`config.mk`:
```
export PLATFORM = sky130hd
export DESIGN_NAME = pwm_deadband
export DESIGN_NICKNAME = d
export VERILOG_FILES = /design/src/rtl/db_pkg.sv /design/src/rtl/db_shadow_reg.sv /design/src/rtl/db_edge_delay.sv /design/src/rtl/pwm_deadband.sv
export SDC_FILE = /design/constraint.sdc
export NUM_CORES = 1
export LEC_CHECK = 0
export BUFFER_PORTS_ARGS = -buffer_cell sky130_fd_sc_hd__buf_2
export CORE_MARGIN = 1.5
export CORE_UTILIZATION = 35
export CTS_CLUSTER_SIZE = 40
export DETAILED_ROUTE_END_ITERATION = 16
export PLACE_DENSITY_LB_ADDON = 0.2
export SETUP_SLACK_MARGIN = 0.05
export SYNTH_ARGS = -nofsm -noshare
export SYNTH_HDL_FRONTEND = slang
export SYNTH_SLANG_ARGS = --single-unit
export TNS_END_PERCENT = 1
```
`constraint.sdc`:
```
create_clock -name clk -period 2.8 [get_ports clk]
set_clock_uncertainty 0.1 [all_clocks]
set_input_delay 0.28 -clock clk [delete_from_list [all_inputs] [get_ports clk]]
set_output_delay 0.28 -clock clk [all_outputs]
set_load 0.1 [all_outputs]
```
`src/rtl/db_pkg.sv`:
```
`timescale 1ns/1ps
// Shared types for the dead-band generator.
// Assumes: field positions below are the software-visible register layout.
package db_pkg;

    typedef enum logic [1:0] {
        LD_ZERO   = 2'b00,
        LD_PRD    = 2'b01,
        LD_EITHER = 2'b10,
        LD_FROZEN = 2'b11
    } load_mode_e;

    typedef enum logic [1:0] {
        RT_SPLIT  = 2'b00,
        RT_BOTH_A = 2'b01,
        RT_BOTH_B = 2'b10,
        RT_BYPASS = 2'b11
    } route_e;

    // control word, bit 6 down to bit 0
    typedef struct packed {
        logic   phase;
        route_e route;
        logic   pol_b;
        logic   pol_a;
        logic   src_fall;
        logic   src_rise;
    } ctrl_t;

    // load configuration, bit 13 down to bit 0
    typedef struct packed {
        logic       ctl_glb;
        logic       fall_glb;
        logic       rise_glb;
        logic       ctl_sh;
        logic       fall_sh;
        logic       rise_sh;
        load_mode_e glb_lm;
        load_mode_e ctl_lm;
        load_mode_e fall_lm;
        load_mode_e rise_lm;
    } loadcfg_t;

    localparam int CTRL_W = $bits(ctrl_t);
    localparam int LC_W   = $bits(loadcfg_t);

    // Decode a load-mode code against the two counter event strobes.
    function automatic logic load_hit(input load_mode_e m, input logic z, input logic p);
        case (m)
            LD_ZERO:   return z;
            LD_PRD:    return p;
            LD_EITHER: return z | p;
            default:   return 1'b0;
        endcase
    endfunction

endpackage

```
`src/rtl/db_shadow_reg.sv`:
```
`timescale 1ns/1ps
// Register with an optional shadow copy.
// Shadowing off: a write lands in the active copy at once.
// Shadowing on: a write lands in the shadow copy only, and load_i copies it across.
// Assumes load_i is a single-cycle pulse that is already decoded.
module db_shadow_reg #(
    parameter int W = 8
) (
    input  logic         clk,
    input  logic         rst_n,
    input  logic         wr_i,
    input  logic [W-1:0] wdata_i,
    input  logic         sh_en_i,
    input  logic         load_i,
    output logic [W-1:0] act_o
);

    logic [W-1:0] shadow_q;
    logic [W-1:0] act_q;

    // Capture writes into the shadow copy and move values into the active copy.
    always_ff @(posedge clk) begin
        if (!rst_n) begin
            shadow_q <= '0;
            act_q    <= '0;
        end else begin
            if (wr_i)
                shadow_q <= wdata_i;
            if (!sh_en_i && wr_i)
                act_q <= wdata_i;
            else if (sh_en_i && load_i)
                act_q <= shadow_q;
        end
    end

    assign act_o = act_q;

    // while shadowed, the active copy moves only on a load pulse
    p_shadow_hold_r9: assert property (@(posedge clk) disable iff (!rst_n)
        (sh_en_i && !load_i) |=> (act_o == $past(act_o)));

    // with shadowing off, a write is visible on the next cycle
    p_direct_write_r9: assert property (@(posedge clk) disable iff (!rst_n)
        (!sh_en_i && wr_i) |=> (act_o == $past(wdata_i)));

endmodule

```
`src/rtl/db_edge_delay.sv`:
```
`timescale 1ns/1ps
// Single-edge delay unit.
// FALLING = 0 delays the 0->1 edge, FALLING = 1 delays the 1->0 edge.
// The opposite edge passes through with no delay.
// The output is combinational; the caller provides the output register.
// The delay is sampled when an edge arrives and held until the input
// returns, so a change of dly_i mid-edge affects only the next edge.
module db_edge_delay #(
    parameter int W       = 12,
    parameter bit FALLING = 1'b0
) (
    input  logic         clk,
    input  logic         rst_n,
    input  logic         x_i,
    input  logic [W-1:0] dly_i,
    output logic         y_o
);

    logic         xin;
    logic         run_q;
    logic [W-1:0] cnt_q;
    logic [W-1:0] held_q;
    logic [W-1:0] d_use;
    logic         core;

    assign xin   = x_i ^ FALLING;
    assign d_use = run_q ? held_q : dly_i;
    assign core  = xin && (cnt_q >= d_use);
    assign y_o   = core ^ FALLING;

    // Count consecutive active samples, saturating at the delay in use.
    always_ff @(posedge clk) begin
        if (!rst_n) begin
            run_q  <= 1'b0;
            cnt_q  <= '0;
            held_q <= '0;
        end else begin
            run_q <= xin;
            if (!xin) begin
                cnt_q <= '0;
            end else begin
                held_q <= d_use;
                if (cnt_q < d_use)
                    cnt_q <= cnt_q + 1'b1;
            end
        end
    end

    // the delayed edge appears exactly when the count reaches the delay
    p_edge_on_count_r3: assert property (@(posedge clk) disable iff (!rst_n)
        $rose(core) |-> (cnt_q == d_use));

    // a fresh edge with a non-zero delay never passes at once
    p_no_early_edge_r4: assert property (@(posedge clk) disable iff (!rst_n)
        (xin && !run_q && d_use != '0) |-> !core);

    // once an edge is under way its delay stays fixed
    p_delay_frozen_r11: assert property (@(posedge clk) disable iff (!rst_n)
        (run_q && xin) |=> (!run_q || held_q == $past(held_q)));

endmodule

```
`src/rtl/pwm_deadband.sv`:
```
`timescale 1ns/1ps
// PWM dead-band generator.
// Forms two dead-time-adjusted outputs from raw action-qualifier waveforms.
// Features: rising and falling delay units, input select, polarity, routing
// and a phase-shift mode. Delays and control have shadow copies, loaded on
// counter events or on a global strobe.
// Assumes: the event strobes are single-cycle pulses from the time-base counter.
module pwm_deadband
    import db_pkg::*;
#(
    parameter  int CNT_W  = 12,
    localparam int DATA_W = (CNT_W > LC_W) ? CNT_W : LC_W
) (
    input  logic              clk,
    input  logic              rst_n,
    input  logic              aq_a_i,
    input  logic              aq_b_i,
    input  logic              ev_zero_i,
    input  logic              ev_prd_i,
    input  logic              ev_glb_i,
    input  logic [CNT_W-1:0]  prd_i,
    input  logic              wr_en_i,
    input  logic [1:0]        wr_addr_i,
    input  logic [DATA_W-1:0] wr_data_i,
    output logic              pwm_a_o,
    output logic              pwm_b_o,
    output logic              cfg_err_o
);

    loadcfg_t          lc;
    logic              glb_hit;
    logic [1:0]        dly_sh;
    logic [1:0]        dly_ld;
    logic [CNT_W-1:0]  dly_act [2];
    logic [CTRL_W-1:0] ctl_raw;
    ctrl_t             ctl;
    logic              ctl_ld;

    // Load configuration register: written directly, never shadowed.
    always_ff @(posedge clk) begin
        if (!rst_n)
            lc <= '0;
        else if (wr_en_i && wr_addr_i == 2'd3)
            lc <= loadcfg_t'(wr_data_i[LC_W-1:0]);
    end

    assign glb_hit = ev_glb_i && load_hit(lc.glb_lm, ev_zero_i, ev_prd_i);
    assign dly_sh  = {lc.fall_sh, lc.rise_sh};
    assign dly_ld[0] = lc.rise_glb ? glb_hit : load_hit(lc.rise_lm, ev_zero_i, ev_prd_i);
    assign dly_ld[1] = lc.fall_glb ? glb_hit : load_hit(lc.fall_lm, ev_zero_i, ev_prd_i);
    assign ctl_ld    = lc.ctl_glb  ? glb_hit : load_hit(lc.ctl_lm,  ev_zero_i, ev_prd_i);

    // Delay registers: index 0 = rising delay (address 0), 1 = falling delay (address 1).
    for (genvar i = 0; i < 2; i++) begin : g_dly
        db_shadow_reg #(.W(CNT_W)) u_sh (
            .clk     (clk),
            .rst_n   (rst_n),
            .wr_i    (wr_en_i && wr_addr_i == 2'(i)),
            .wdata_i (wr_data_i[CNT_W-1:0]),
            .sh_en_i (dly_sh[i]),
            .load_i  (dly_ld[i]),
            .act_o   (dly_act[i])
        );
    end

    db_shadow_reg #(.W(CTRL_W)) u_ctl_sh (
        .clk     (clk),
        .rst_n   (rst_n),
        .wr_i    (wr_en_i && wr_addr_i == 2'd2),
        .wdata_i (wr_data_i[CTRL_W-1:0]),
        .sh_en_i (lc.ctl_sh),
        .load_i  (ctl_ld),
        .act_o   (ctl_raw)
    );

    assign ctl = ctrl_t'(ctl_raw);

    logic src_rise, src_fall, red_in, red_y, fed_y, chain_y;
    logic [CNT_W-1:0] chain_dly;

    assign src_rise  = ctl.src_rise ? aq_b_i : aq_a_i;
    assign src_fall  = ctl.src_fall ? aq_b_i : aq_a_i;
    assign red_in    = ctl.phase ? aq_a_i : src_rise;
    assign chain_dly = ctl.phase ? dly_act[0] : dly_act[1];

    db_edge_delay #(.W(CNT_W), .FALLING(1'b0)) u_red (
        .clk(clk), .rst_n(rst_n), .x_i(red_in), .dly_i(dly_act[0]), .y_o(red_y));

    db_edge_delay #(.W(CNT_W), .FALLING(1'b1)) u_fed (
        .clk(clk), .rst_n(rst_n), .x_i(src_fall), .dly_i(dly_act[1]), .y_o(fed_y));

    db_edge_delay #(.W(CNT_W), .FALLING(1'b1)) u_chain (
        .clk(clk), .rst_n(rst_n), .x_i(red_y), .dly_i(chain_dly), .y_o(chain_y));

    logic a_nxt, b_nxt;

    // Output routing: choose what drives each output slot.
    always_comb begin
        a_nxt = aq_a_i;
        b_nxt = aq_b_i;
        if (ctl.phase) begin
            b_nxt = chain_y;
        end else begin
            case (ctl.route)
                RT_SPLIT:  begin a_nxt = red_y;   b_nxt = fed_y;   end
                RT_BOTH_A: begin a_nxt = chain_y; b_nxt = aq_b_i;  end
                RT_BOTH_B: begin a_nxt = aq_a_i;  b_nxt = chain_y; end
                default:   begin a_nxt = aq_a_i;  b_nxt = aq_b_i;  end
            endcase
        end
    end

    logic glb_at_zero, glb_at_prd, bad_zero, bad_prd;

    assign glb_at_zero = (lc.glb_lm == LD_ZERO) || (lc.glb_lm == LD_EITHER);
    assign glb_at_prd  = (lc.glb_lm == LD_PRD)  || (lc.glb_lm == LD_EITHER);
    assign bad_zero = (lc.rise_glb && dly_act[0] == '0) || (lc.fall_glb && dly_act[1] == '0);
    assign bad_prd  = (lc.rise_glb && dly_act[0] == prd_i) || (lc.fall_glb && dly_act[1] == prd_i);

    // Output stage: polarity, output registers and the error flag.
    always_ff @(posedge clk) begin
        if (!rst_n) begin
            pwm_a_o   <= 1'b0;
            pwm_b_o   <= 1'b0;
            cfg_err_o <= 1'b0;
        end else begin
            pwm_a_o   <= a_nxt ^ ctl.pol_a;
            pwm_b_o   <= b_nxt ^ ctl.pol_b;
            cfg_err_o <= (glb_at_zero && bad_zero) || (glb_at_prd && bad_prd);
        end
    end

    // bypass routing without inversion is a pure one-clock pipeline
    p_bypass_latency_r2: assert property (@(posedge clk) disable iff (!rst_n)
        (!ctl.phase && ctl.route == RT_BYPASS && !ctl.pol_a && !ctl.pol_b)
        |=> (pwm_a_o == $past(aq_a_i) && pwm_b_o == $past(aq_b_i)));

    // in phase mode output A follows input A with one clock latency
    p_phase_a_r6: assert property (@(posedge clk) disable iff (!rst_n)
        (ctl.phase && !ctl.pol_a) |=> (pwm_a_o == $past(aq_a_i)));

endmodule

```
==> results of run 1 <==
==> power by group through the flow <==
stage | registers [mW] | clock network, mW | logic [mW]
after CTS | 2.41 | 2.52 | 0.977
final | 2.42 | 2.47 | 1.09
after global routing | 2.43 | 2.60 | 1.21
after detailed placement | 2.45 | 0 | 0.920
after floorplan | 2.46 | 0 | 0.586
after global placement | 2.45 | 0 | 0.913
==> flip-flops by register name (all words and copies together), names as in the netlist, 12 cells and up <==
signal / cells
u_chain.held_q: 12
u_fed.cnt_q: 12
lc: 12
g_dly.u_sh.shadow_q: 24
g_dly.u_sh.act_o: 24
u_chain.cnt_q: 12
u_red.held_q: 12
u_fed.held_q: 12
u_red.cnt_q: 12
==> routing by layer <==
layer / up-vias / global-route usage (%) / part of all wire [%]
met5: - / 0 / 0
li1: 3388 / - / -
met3: 13 / 3.40 / 2.8
met1: 3165 / 25.9 / 49
met4: 0 / 4.58 / 0.88
met2: 89 / 31.1 / 48
==> through the flow <==
step	TNS [ns]	std cells	util [%]	cell area (um^2)	total power, mW
3_3_place_gp	-1.71	1229	39.3	8630	3.37
5_1_grt	-0.0477	1275	44.5	9780	6.23
2_1_floorplan	-0.203	918	-	7890	3.04
6_report	0	1275	44.5	9780	5.98
4_1_cts	0	1265	42.4	9310	5.90
3_5_place_dp	-1.82	1229	39.3	8630	3.37
==> final timing paths <==
check	start	end
setup / recovery	g_dly[0].u_sh.act_o[7]$_SDFFE_PN0P_	u_chain.cnt_q[7]$_SDFFE_PP0P_
hold / removal	wr_data_i[13]	lc[13]$_SDFFE_PN0P_
setup reg to reg	g_dly[0].u_sh.act_o[7]$_SDFFE_PN0P_	u_chain.cnt_q[7]$_SDFFE_PP0P_
hold reg to reg	g_dly[1].u_sh.shadow_q[8]$_SDFFE_PN0P_	g_dly[1].u_sh.shadow_q[8]$_SDFFE_PN0P_
==> synth_stat cells, types with 2 or more instances <==
master     number  area [um^2]
dfxtp_1       154         3080
inv_1          17         63.8
nor3_1          5         25.0
o211ai_1        7         52.6
o21ai_0        14         70.1
ha_1           43          538
buf_4           2         15.0
nand3b_1        4         30.0
clkinv_1        2         7.51
nand3_1        10         50.1
a31oi_1         3         18.8
xor2_1         31          272
xnor2_1        11         96.3
buf_1           5         18.8
or2_2           3         18.8
or3_1           6         37.5
a21o_1          5         37.5
nor2b_1         2         12.5
nand2_1       119          447
and2_1          2         12.5
o221ai_1        2         17.5
mux2_2          4         45.0
or4_1           2         15.0
nor2_1        107          402
nor3b_1         2         15.0
a211oi_1       54          405
nor4_1          8         50.1
a21oi_1        89          445
nand4_1        19          119
nand2b_1       18          113
o22ai_1         2         12.5
buf_2           4         20.0
mux2i_1        83          831
clkbuf_1       38          143
and3_1         13         81.3
o2111ai_1       3         26.3
a41o_1          3         30.0
==> layout by cell type, fill, tap and decap left out, types with 17 or more instances in the layout <==
cell,count
nand2_1,117
inv_1,17
ha_1,41
a211oi_1,54
xor2_1,31
nand4_1,19
a21oi_1,74
dfxtp_1,147
nand2b_1,18
mux2i_1,66
buf_4,41
clkbuf_16,20
nor2_1,102
buf_2,38
==> worst max-delay path: cells and delay by family, from the launching register on <==
| kind | cells | cell delay (ns) |
|---|---|---|
| adders and majority gates | 1 | 0.31 |
| AOI/OAI and AO/OA | 4 | 0.67 |
| muxes | 1 | 0.15 |
| xor gates and xnor gates | 1 | 0.19 |
| buffers and inverters | 1 | 0.21 |
| DFF | 1 | 0.57 |
| and+or+nand+nor | 3 | 0.35 |
==> what timing repair did <==
action | 4_1_cts | 5_1_grt
setup endpoints to repair | 31 | 42
gates resized for setup | 11 | 82
gates cloned | 1 | 4
endpoints found under the hold margin | 1 | 0
buffers inserted | 2 | 6
hold buffers | 1 | 0
pin swaps | 2 | 22
==> cell type report <==
type	count	area share [%]
Clock buffer	18	4.39
Clock inverter	14	2.01
Inverter	19	0.742
Multi-Input combinational cell	695	49.7
Sequential cell	154	31.7
Tap cell	280	3.58
Timing Repair Buffer	95	7.92
==> kinds of logic after synthesis <==
family | Yosys count | share of synthesized area [%]
AOI/OAI and AO/OA | 197 | 16.0
xor gates and xnor gates | 42 | 4.66
adders and majority gates | 43 | 6.82
buffers and inverters | 69 | 3.54
DFF | 154 | 39.1
muxes | 87 | 11.1
and+or+nand+nor | 326 | 18.8
==> results.md, run 1 <==
* Ys flop type: dfxtp_1
* Vias in the first global route at roughly 6300
* Max-slew violation count at 0
* # fillers at between 2000 and 2500
* Final period utilization at roughly 95%
* Arrival time worst endpoint at roughly 2.9 ns
* Initial cell density of the core at roughly 36%
* Final #Nets at roughly 1100
* Die W at about 150 um
* IO Port Bufs at 38
* Slowest CP cell: dfxtp_1
* Antenna violations before repair at 0
* Antenna-violating nets left at 0
* Ys async rst share at 0%
* Relative slew slack at between 40% and 50%
* Pre-CTS setup slack at -0.106 ns
* Final RePlAce weighted congestion at 0.830
* CTS Buffer Depth at 2
* CP cell instances: mux2i_1 -> nor2_1 -> a21oi_2 -> ha_1 -> a21oi_1 -> o21ai_2 -> a221oi_2 -> buf_4 -> nand4_1 -> xor2_1 -> nor2_2
* R2R setup slack at 0.15 ns
* Kind of critical path: reg -> reg
* Post-synthesis sequential area ratio at 39.1%
* First-pass GRT wire length at ~35000 um
* CP Capture Type: flip-flop
* Leakage power at 4.04 nW
* Clock root cell: clkbuf_16
* Slack of the critical path at 0.146 ns
* Io pins at 39
* Ratio of cells with drive above 1 in the final layout at 20.3%
* CTS tree: yes
* EDFF count, synth at 0
* Largest net degree at the start of global routing at 45
* Final hold vios at 0
* Post-Synthesis Cells at roughly 920
* Area delta synth->final at 24.0%
* VDD IR max at 0.390 mV
* Routed vias/inst at between 5 and 6
* Final min period at 2.65 ns
* Die area at ~23000 um^2
* Worst reg2reg path depth at 11
* Clk slew on worst S/H paths at 0.07 ns
* Diode count at 0
* Vert. Die Dim at between 150 and 200 um
* Worst-Skew Late Latency at ~0.42 ns
* Routed WL at between 20000 and 25000 um
* Cell variety after synth at between 50 and 60
* Synthesized cell area at 7890 um^2
* GRT overflow at 0
* Core area at about 22000 um^2
* WHS at roughly 0.0068 ns
* PwrDens at ~610 nW/um^2
* CTS Buf Count at 17
* Startpoint types: flip-flop
* Post-Syn Nets at approximately 1000
* Placement Rows at between 50 and 60
* Ys Warns at 0
* Avg WL per Cell at roughly 18 um
* RSZ-0062 raised after global routing: true
* Logic pwr share at between 10% and 20%
* Worst slew pin tran at slightly below 0.9 ns
* Switching share of total power at between 20% and 30%
* Largest incremental delay on the critical path at 0.57 ns
* Failing checks: DRC
* Area occupied by multi-input gates at about 4900 um^2
* Max frequency at 377 MHz
* H-tree depth at 4
* Register share of total power at a little over 40%
* DRC Markers at 3
* CP required at ~3 ns
* Min-Delay Path Class: in -> reg
* Mean post-synth cell area at between 8 and 9 um^2
* Setup violators final at 0
* Clock power share at 41.3%
* Drt pass-1 iters at 11
* Max Cap Viol at 0
* Detailed placer's ending HPWL at approximately 16000 um
* Yosys reg bits at 154
* CP max FO at 6
* Internal Power at between 4 and 5 mW
* CTS sink count at 154
* Switching pwr at 1.69 mW
* Hold Path Stages at 3
* Run status: finished with violations
* Vias at between 6000 and 7000
* Seq. cell area at 3100 um^2
* Drt initial violations at approximately 430
* GRT Total Usage at 19.0%
(Power assumes the default switching activity.)
==> inputs of run 2 (changes only) <==
- ABC_AREA: not set -> 1
==> run 2 against run 1 <==
Compared with the run above: the flow now finishes without violations; die area up 3.8%; synthesized area up 3.9%; non-clock buffer count decreased by 32; via count up 15%; largest power group is now sequential cells; fmax is 0.61% higher; sequential share of layout area rose by 1.1 points; worst setup slack improved by 0.016 ns.
==> results.md, run 2 <==
* GRT overflow at 0 (unchanged)
* Mean post-synth cell area at 7.05 um^2 (was 8.60 um^2)
* Synth top area share at 37.6% (was 39.1%)
* Yosys reg bits at 154 (unchanged)
* CP cell instances: clkinvlp_4 -> o211ai_1 -> nand2_1 -> inv_1 -> ha_1 -> a21oi_1 -> o21ai_1 -> a21oi_4 -> nand2_4 -> nor2_4 -> nand3_1 -> o21ai_0 -> a21oi_1 (was mux2i_1 -> nor2_1 -> a21oi_2 -> ha_1 -> a21oi_1 -> o21ai_2 -> a221oi_2 -> buf_4 -> nand4_1 -> xor2_1 -> nor2_2)
* EDFF count, synth at 0 (unchanged)
* Antenna violations before repair at 0 (unchanged)
* Arrival time worst endpoint at 2.85 ns (was 2.87 ns)
* Max-slew violation count at 0 (unchanged)
* Routed WL at 23000 um (was 22300 um)
* Most frequent cell on the critical path: a21oi_1
* Final min period at 2.64 ns (was 2.65 ns)
* Leakage power at 3.82 nW (was 4.04 nW)
* Post-Syn Nets at 1242 (was 997)
* Routed vias/inst at 5.01 (was 5.22)
* Cts hold-fix bufs at 0 (was 1)
* Die area at 24400 um^2 (was 23500 um^2)
* VDD IR max at 0.336 mV (was 0.390 mV)
* First-pass GRT wire length at 37600 um (was 34900 um)
* PwrDens at 630 nW/um^2 (was 612 nW/um^2)
* Ys Warns at 0 (unchanged)
* H-tree depth at 4 (unchanged)
* Synthesized cell area at 8200 um^2 (was 7890 um^2)
* Largest net degree at the start of global routing at 54 (was 45)
* Most common cell after layout, fill and taps aside: nand2_1 (was dfxtp_1)
* Diode count at 0 (unchanged)
* Most frequent cells in the layout: nand2_1 (220), dfxtp_1 (154), nor2_1 (144) (was dfxtp_1 (147), nand2_1 (117), nor2_1 (102))
* Max Cap Viol at 0 (unchanged)
* Detailed placer's ending HPWL at 17200 um (was 15500 um)
* Worst slew pin tran at 0.607 ns (was 0.888 ns)
* Finished Layout Cells at 1526 (was 1275)
* Post-synthesis sequential area ratio at 37.6% (was 39.1%)
* CTS tree: yes (unchanged)
* Final #Nets at 1279 (was 1061)
* Final period utilization at 94.2% (was 94.8%)
* IO Port Bufs at 38 (unchanged)
* Vias at 7652 (was 6655)
* CTS sink count at 154 (unchanged)
* Drt pass-1 iters at 5 (was 11)
* Drt initial violations at 440 (was 434)
* GRT Total Usage at 19.6% (was 19.0%)
* Placement Rows at 55 (was 54)
* Relative slew slack at 59.1% (was 40.8%)
* Ys async rst share at 0% (unchanged)
* Clk slew on worst S/H paths at 0.07 ns (about the same)
* RSZ-0062 raised after global routing: true (unchanged)
* Final RePlAce weighted congestion at 0.905 (was 0.830)
* Slowest CP cell: dfxtp_1 (unchanged)
* Max frequency at 379 MHz (was 377 MHz)
* DRC Markers at 0 (was 3)
* Leading area contributor after synthesis: dfxtp_1 (unchanged)
* Die W at 156 um (was 153 um)
* Worst-Skew Late Latency at 0.43 ns (was 0.42 ns)
* Synth area leaders: dfxtp_1 (38%), nand2_1 (10%), a21oi_1 (8.6%) (was dfxtp_1 (39%), mux2i_1 (11%), ha_1 (6.8%))
* Synth cell count leaders: nand2_1 (220), dfxtp_1 (154), nor2_1 (144), a21oi_1 (141), inv_1 (124) (was dfxtp_1 (154), nand2_1 (119), nor2_1 (107), a21oi_1 (89), mux2i_1 (83))
* Run status: finished clean (was finished with violations)
* CTS Buf Count at 17 (unchanged)
* Final hold vios at 0 (unchanged)
* Initial cell density of the core at 36.0% (was 35.9%)
* Area delta synth->final at 14.8% (was 24.0%)
* Io pins at 39 (unchanged)
* Clock root cell: clkbuf_16 (unchanged)
* Top-count cell post-synth: nand2_1 (was dfxtp_1)
* Largest incremental delay on the critical path at 0.41 ns (was 0.57 ns)
* Number of placed instances with taps included at 1492 (was 1229)
* CP Capture Type: flip-flop (unchanged)
* Vert. Die Dim at 156 um (was 153 um)
* Avg WL per Cell at 15.0 um (was 17.5 um)
* Ratio of cells with drive above 1 in the final layout at 11.0% (was 20.3%)
* Core area at 22800 um^2 (was 22000 um^2)
* CP max FO at 11 (was 6)
* Post-Synthesis Cells at 1163 (was 918)
* Vias in the first global route at 7154 (was 6286)
* CTS Buffer Depth at 2 (unchanged)
* Power, Total at 5.93 mW (was 5.98 mW)
* Startpoint types: flip-flop (unchanged)
* Min-Delay Path Class: in -> reg (unchanged)
* Cell variety after synth at 41 (was 59)
* Fin Setup TNS at 0 ns (unchanged)
* Ys flop type: dfxtp_1 (unchanged)
* Kind of critical path: reg -> reg (unchanged)
* Setup violators final at 0 (unchanged)
* Antenna-violating nets left at 0 (unchanged)
* CP required at 3.01 ns (about the same)
## run 2: cell count changes after synthesis, moves of 19 or more
cell,before,now
a211oi_1,54,24
a21oi_1,89,141
inv_1,17,124
mux2i_1,83,4
nand2_1,119,220
nand3_1,10,45
nor2_1,107,144
o21ai_0,14,81
o22ai_1,2,29
xor2_1,31,12
## run 2: layout make-up
| class | instances | area, um^2 |
|---|---|---|
| sequential | 154 | 3080 |
| tap | 313 | 392 |
| fill | 2402 | 13400 |
| clock inverter | 15 | 174 |
| clock buffer | 17 | 425 |
| multi-input combinational | 833 | 4450 |
| inverter | 131 | 495 |
| timing repair buffer | 63 | 394 |
## run 2: final timing paths
kind / start / end / slack [ns] / cells past startpoint
setup / recovery: u_chain.run_q$_SDFF_PN0_ / u_chain.cnt_q[8]$_SDFFE_PP0P_ / 0.16 / 13
hold / removal: wr_data_i[2] / g_dly[1].u_sh.shadow_q[2]$_SDFFE_PN0P_ / 0.03 / 3
setup reg to reg: u_chain.run_q$_SDFF_PN0_ / u_chain.cnt_q[8]$_SDFFE_PP0P_ / 0.16 / 13
hold reg to reg: g_dly[1].u_sh.shadow_q[10]$_SDFFE_PN0P_ / g_dly[1].u_sh.shadow_q[10]$_SDFFE_PN0P_ / 0.36 / 2
## run 2: per-stage QoR
stage	util [%]	setup WS, ns	cell area, um^2	hold slack (ns)
6_report	41.3	0.162	9410	0.0332
5_1_grt	41.3	-0.0410	9410	0.0359
4_1_cts	41.2	0.160	9370	0.0207
3_5_place_dp	38.5	0.193	8770	0.354
3_3_place_gp	38.5	0.169	8770	0.351
2_1_floorplan	-	0.381	8200	0.340
## run 2: cell families (layout without fill, tap and decap cells)
logic type      Yosys count  in the layout  synth area share [%]
xor+xnor                 18             18                  1.92
fa+ha+maj                43             43                  6.56
buf+inv                 176            226                  8.33
simple gates            470            470                  25.0
compound gates          298            298                  20.1
mux                       4              4                 0.488
flops                   154            154                  37.6
## run 2: per-layer routing
metal  GRT usage (%)  vias to the layer above  wire length [um]
met5               0                        -                 0
met4            5.80                        0               372
met3            2.97                       25               836
met2            31.8                      134             10600
met1            26.9                     3535             11200
li1                -                     3958                 -
## run 2: what timing repair did
action                                  CTS  global route
hold endpoints to repair                  0             0
endpoints found under the setup margin    0            10
gates resized for setup                   0             5
buffers inserted                          0             2
## run 2: power breakdown
part | switching [mW] | internal, mW | leakage, nW
Combinational | 0.761 | 0.370 | 2.27
Clock | 1.08 | 1.28 | 0.297
Sequential | 0.0974 | 2.34 | 1.26
Total | 1.94 | 3.99 | 3.82
## run 2: worst max-delay path, delay by kind of cell, from the launching register on
kind            cells  cell delay (ns)
simple gates        4             0.47
fa+ha+maj           1             0.24
buf+inv             2             0.33
flops               1             0.41
compound gates      6             0.96
